==> config.mk <==
export PLATFORM = sky130hd
export DESIGN_NAME = pmp_addr_entry
export DESIGN_NICKNAME = d
export VERILOG_FILES = /design/src/rtl/pmp_entry_pkg.sv /design/src/rtl/pmp_mode_ctrl.sv /design/src/rtl/pmp_addr_dp.sv /design/src/rtl/pmp_addr_entry.sv
export SDC_FILE = /design/constraint.sdc
export NUM_CORES = 1
export LEC_CHECK = 0
export BUFFER_PORTS_ARGS = -buffer_cell sky130_fd_sc_hd__clkbuf_2
export CORE_MARGIN = 5
export CORE_UTILIZATION = 42
export CTS_CLUSTER_DIAMETER = 30
export DETAILED_ROUTE_END_ITERATION = 12
export PLACE_DENSITY_LB_ADDON = 0.05
export SLEW_MARGIN = 5
export SYNTH_ARGS = -nofsm -noshare
export SYNTH_HDL_FRONTEND = slang
export SYNTH_SLANG_ARGS = --single-unit
==> constraint.sdc <==
create_clock -name clk -period 1.92 [get_ports clk]
set_input_delay 0.384 -clock clk [delete_from_list [all_inputs] [get_ports clk]]
set_output_delay 0.384 -clock clk [all_outputs]
set_load 0.02 [all_outputs]
==> src/rtl/pmp_entry_pkg.sv <==
package pmp_entry_pkg;

  typedef enum logic [1:0] {
    ModeOff   = 2'd0,
    ModeTor   = 2'd1,
    ModeNa4   = 2'd2,
    ModeNapot = 2'd3
  } pmp_mode_e;

  typedef struct packed {
    logic torEn;
    logic na4En;
    logic napotEn;
    logic fillOnes;
  } pmp_strobe_t;

endpackage

==> src/rtl/pmp_mode_ctrl.sv <==
module pmp_mode_ctrl
  import pmp_entry_pkg::*;
#(
  parameter int Gran = 2
) (
  input  logic [1:0]  entryMode,
  output pmp_strobe_t strb
);

  localparam bit Na4Legal = (Gran == 0);

  pmp_mode_e modeSel;

  always_comb begin
    modeSel       = pmp_mode_e'(entryMode);
    strb          = '0;
    strb.fillOnes = entryMode[1];
    unique case (modeSel)
      ModeTor:   strb.torEn   = 1'b1;
      ModeNa4:   strb.na4En   = Na4Legal;
      ModeNapot: strb.napotEn = 1'b1;
      default:   strb         = '0;
    endcase
  end

endmodule

==> src/rtl/pmp_addr_dp.sv <==
module pmp_addr_dp
  import pmp_entry_pkg::*;
#(
  parameter int AddrW = 16,
  parameter int Gran  = 2
) (
  input  logic              clk,
  input  logic              rstN,
  input  logic              wrEn,
  input  logic [AddrW-1:0]  wrData,
  input  pmp_strobe_t       strb,
  input  logic [AddrW-1:0]  prevAddr,
  input  logic [AddrW+1:0]  reqAddr,
  output logic [AddrW-1:0]  rdData,
  output logic              match
);

  localparam int StoreLsb = (Gran == 0) ? 0 : Gran - 1;
  localparam int StoreW   = AddrW - StoreLsb;
  localparam logic [AddrW-1:0] AlignMask = {AddrW{1'b1}} << Gran;

  logic [StoreW-1:0] addrQ;
  logic [AddrW-1:0]  napotMask;
  logic [AddrW-1:0]  reqWord;
  logic [AddrW-1:0]  torLo;
  logic              torHit;
  logic              napotHit;
  logic              na4Hit;

  always_ff @(posedge clk or negedge rstN) begin
    if (!rstN) begin
      addrQ <= '0;
    end else if (wrEn) begin
      addrQ <= wrData[AddrW-1:StoreLsb];
    end
  end

  generate
    if (Gran == 0) begin : g_full
      assign rdData = addrQ;
    end else begin : g_gran
      always_comb begin
        rdData = '0;
        rdData[AddrW-1:StoreLsb] = addrQ;
        for (int i = 0; i < StoreLsb; i++) begin
          rdData[i] = strb.fillOnes;
        end
        if (!strb.fillOnes) begin
          rdData[StoreLsb] = 1'b0;
        end
      end
    end
  endgenerate

  always_comb begin
    napotMask[0] = 1'b0;
    for (int i = 1; i < AddrW; i++) begin
      napotMask[i] = napotMask[i-1] | ~rdData[i-1];
    end
  end

  assign reqWord  = reqAddr[AddrW+1:2];
  assign torLo    = prevAddr & AlignMask;
  assign torHit   = (torLo <= reqWord) && (reqWord < rdData);
  assign napotHit = ((reqWord ^ rdData) & napotMask) == '0;
  assign na4Hit   = (reqWord == rdData);

  assign match = (strb.torEn & torHit) | (strb.napotEn & napotHit) |
                 (strb.na4En & na4Hit);

  p_write_r1: assert property (@(posedge clk) disable iff (!rstN)
    wrEn |=> rdData[AddrW-1:Gran] == $past(wrData[AddrW-1:Gran]));

  p_off_quiet_r5: assert property (@(posedge clk) disable iff (!rstN)
    !(strb.torEn | strb.na4En | strb.napotEn) |-> !match);

  p_tor_empty_r6: assert property (@(posedge clk) disable iff (!rstN)
    (strb.torEn && (torLo >= rdData)) |-> !match);

  p_napot_all_r7: assert property (@(posedge clk) disable iff (!rstN)
    (strb.napotEn && (&rdData)) |-> match);

endmodule

==> src/rtl/pmp_addr_entry.sv <==
module pmp_addr_entry
  import pmp_entry_pkg::*;
#(
  parameter int AddrW = 16,
  parameter int Gran  = 2
) (
  input  logic             clk,
  input  logic             rstN,
  input  logic             csrWrEn,
  input  logic [AddrW-1:0] csrWrData,
  input  logic [1:0]       entryMode,
  input  logic [AddrW-1:0] prevAddr,
  input  logic [AddrW+1:0] reqAddr,
  output logic [AddrW-1:0] csrRdData,
  output logic             match
);

  pmp_strobe_t strb;

  pmp_mode_ctrl #(.Gran(Gran)) u_ctrl (
    .entryMode (entryMode),
    .strb      (strb)
  );

  pmp_addr_dp #(.AddrW(AddrW), .Gran(Gran)) u_dp (
    .clk      (clk),
    .rstN     (rstN),
    .wrEn     (csrWrEn),
    .wrData   (csrWrData),
    .strb     (strb),
    .prevAddr (prevAddr),
    .reqAddr  (reqAddr),
    .rdData   (csrRdData),
    .match    (match)
  );

  generate
    if (Gran > 0) begin : g_chk
      p_low_zero_r2: assert property (@(posedge clk) disable iff (!rstN)
        !entryMode[1] |-> csrRdData[Gran-1:0] == '0);

      p_na4_dead_r9: assert property (@(posedge clk) disable iff (!rstN)
        (entryMode == 2'd2) |-> !match);
    end
  endgenerate

endmodule

==> impl_metrics.py <==
metrics = {
    "status": {
        "run_status": "complete, but fails checks",
        "violations": "negative setup slack",
    },
    "clocking": {
        "cts-buffers-inserted": 3,
        "path_clk_slew_ns": 0.06,
        "cts_tree": "yes",
        "clock-root-buffer": "clkbuf_8",
        "cts.path.max_buffers": 2,
        "cts_htree_levels": 1,
        "clkSinkCount": 15,
        "postCtsHoldBufs": 0,
        "clk_latency_ns": 0.24,
    },
    "timing": {
        "setup_slack_ns": -0.440,
        "setup_tns_ns": -0.440,
        "fmax_mhz": 424,
        "finalSetupViolCount": 1,
        "grt_setup_unrepaired": "true",
        "fin_skew_ns": 0,
        "hold_viol_final": 0,
        "slew_viol_final": 0,
        "slew_headroom_pct": 68.7,
        "fin_crit_ns": 2.36,
        "period_share_pct": 123,
        "tightest_slew_ns": 0.470,
    },
    "worst_setup_path": {
        "crit_start": "reqAddr[7]",
        "crit_family": "simple AND/OR/NAND/NOR gates",
        "cp_max_fo": 2,
        "cp.required_ns": 1.54,
        "path_cells": "clkbuf_2 -> inv_1 -> ha_4 -> nand2_2 -> or4_4 -> o41ai_2 -> o211ai_1 -> o21ai_2 -> clkbuf_8",
        "crit_path_max_incr_delay_ns": 0.48,
        "end_kind": "primary output",
        "crit_type": "in2out",
        "cp_num_buf_inv": 3,
        "cp_slowest_cell": "or4_4",
        "r2r_start": "u_dp.addrQ[0]$_DFFE_PN0P_",
        "start_kind": "primary input",
        "cp.arrival_ns": 1.98,
    },
    "grt": {
        "grt.total_usage_pct": 15.7,
        "grt_pass1_wl_mm": 6.35,
        "antenna_found_initial": 0,
        "grt_overflow": 0,
        "grt_max_degree": 30,
        "grt_pass1_vias": 1466,
    },
    "cells_and_area": {
        "area_delta_synth_final_pct": 39.5,
        "reg_top3": "u_dp.addrQ: 15 flops",
        "drive_gt1_share_pct": 42.5,
        "final_nets": 358,
        "fin_area_um2": 2150,
        "largest_reg_flops": 15,
        "antenna_cells": 0,
        "largest-register": "u_dp.addrQ",
    },
    "placed_design": {
        "postPlaceCellArea_um2": 2050,
        "port-buffer-count": 66,
        "gp_congestion": 0.796,
        "place_hpwl_mm": 3.47,
        "pre_cts_ws_ns": -0.475,
    },
    "floorplan": {
        "dieArea_um2": 4970,
        "chipWidth_um": 70.5,
        "core_um2": 3610,
        "fp-row-count": 22,
        "die_y_um": 70.5,
        "initial_core_util_pct": 42.7,
        "io_pins": 72,
    },
    "drt": {
        "wl_met2_mm": 2.00,
        "viasPerCell": 4.83,
        "first_iter_violations": 37,
        "ant_nets": 0,
        "vias": 1550,
        "wl_per_cell_um": 12.4,
        "route.detailed.drc": 0,
        "routed_wl_mm": 3.97,
        "wl_met3_um": 172,
        "firstDrtPassIters": 4,
        "m1WireLength_mm": 1.80,
        "top_layer": "met3",
    },
    "synth": {
        "ys.flop_type": "dfrtp_1",
        "syn_nets": 273,
        "syn_avg_cell_area_um2": 8.14,
        "ys_types": 38,
        "synth_edf_count": 0,
        "synthCells": 189,
        "ys_seq_elements": 15,
        "netlist_area_um2": 1540,
        "seq_area_frac_synth_pct": 24.4,
        "yosysWarnings": 0,
        "ys_async_sr_fraction_pct": 100,
    },
    "pwr": {
        "ir_drop_mv": 0.412,
        "power_leakage_nw": 1.18,
        "powerDensity_nw_per_um2": 518,
    },
    "job": {
        "maxCapViolCount": 0,
    },
    "min_path": {
        "min_path_type": "in2async",
    },
}
stage by stage:
stage	power, mW	hold slack [ns]	std cells	utilization, %
after global routing	1.20	0.0751	321	59.5
after CTS	1.12	0.0527	321	59.5
final	1.11	0.0390	321	59.5
after global placement	0.848	0.322	317	56.8
after detailed placement	0.851	0.312	317	56.8
after floorplan	0.645	0.0884	189	-
layout by cell type, fill, tap and decap left out, types with 2 or more instances in the layout:
| master | synthesis | layout |
|---|---|---|
| buf_4 | 14 | 32 |
| ha_4 | 0 | 3 |
| clkbuf_8 | 0 | 4 |
| a21o_1 | 2 | 2 |
| o211ai_1 | 3 | 3 |
| and3_1 | 2 | 2 |
| a211oi_1 | 3 | 3 |
| a31oi_1 | 2 | 2 |
| nor2_1 | 3 | 3 |
| inv_1 | 31 | 27 |
| inv_2 | 0 | 4 |
| nand4_1 | 5 | 5 |
| nor4_1 | 2 | 2 |
| o21ai_0 | 22 | 21 |
| a21oi_1 | 10 | 10 |
| ha_1 | 29 | 26 |
| clkbuf_2 | 0 | 65 |
| dfrtp_1 | 15 | 15 |
| nand2_1 | 20 | 19 |
cell usage after synthesis (all sizes together), types with 2 or more instances:
cell type | count | area (um^2)
buf | 14 | 105
a21o | 2 | 15.0
nand2 | 20 | 75.1
inv | 31 | 116
ha | 29 | 363
clkbuf | 4 | 15.0
and4 | 2 | 18.8
a211oi | 3 | 22.5
o211ai | 3 | 22.5
and3 | 2 | 12.5
nor2 | 3 | 11.3
dfrtp | 15 | 375
nor4 | 2 | 12.5
nand4 | 5 | 31.3
a31oi | 2 | 12.5
o21ai | 23 | 119
a21oi | 10 | 50.1
power by group:
part           switching (mW)  internal [mW]  leakage, nW  total [mW]
logic                   0.253          0.249        0.977       0.502
registers              0.0150          0.345        0.182       0.360
clock network           0.104          0.147       0.0228       0.251
total                   0.372          0.741         1.18        1.11
final cells by class:
cell class	count	area, um^2
fillers	367	1460
multi-input cells	125	971
repair buffers	98	579
flip-flops and latches	15	375
inverters	31	116
well taps	48	60.1
clock buffers	4	45.0
timing repair:
item / CTS / global route
setup buffers: 0 / 0
gates resized for setup: 10 / 2
endpoints found under the setup margin: 1 / 1
gates cloned: 0 / 0
cell families after synthesis:
group                      share of synthesized area, %
and+or+nand+nor                                    14.6
AOI/OAI and AO/OA                                  21.3
buffers and inverters                              15.4
muxes                                             0.732
adders and majority gates                          23.6
DFF                                                24.4
per-layer routing:
metal	vias to the layer above	GRT usage [%]
met5	-	0
met4	0	1.88
met3	0	2.84
met2	38	28.1
met1	687	20.3
li1	825	-
path summary, 6_finish.rpt:
| kind | to | slack [ns] | depth (start not counted) |
|---|---|---|---|
| setup / recovery | match | -0.44 | 9 |
| min in group clk | u_dp.addrQ[5]$_DFFE_PN0P_ | 0.34 | 3 |
| hold / removal | u_dp.addrQ[8]$_DFFE_PN0P_ | 0.04 | 1 |
| max in group asynchronous | u_dp.addrQ[0]$_DFFE_PN0P_ | 1.61 | 1 |
| hold reg to reg | u_dp.addrQ[11]$_DFFE_PN0P_ | 0.57 | 2 |
| setup reg to reg | u_dp.addrQ[0]$_DFFE_PN0P_ | 1.04 | 2 |
No activity file was read; power rests on OpenSTA's default activity.
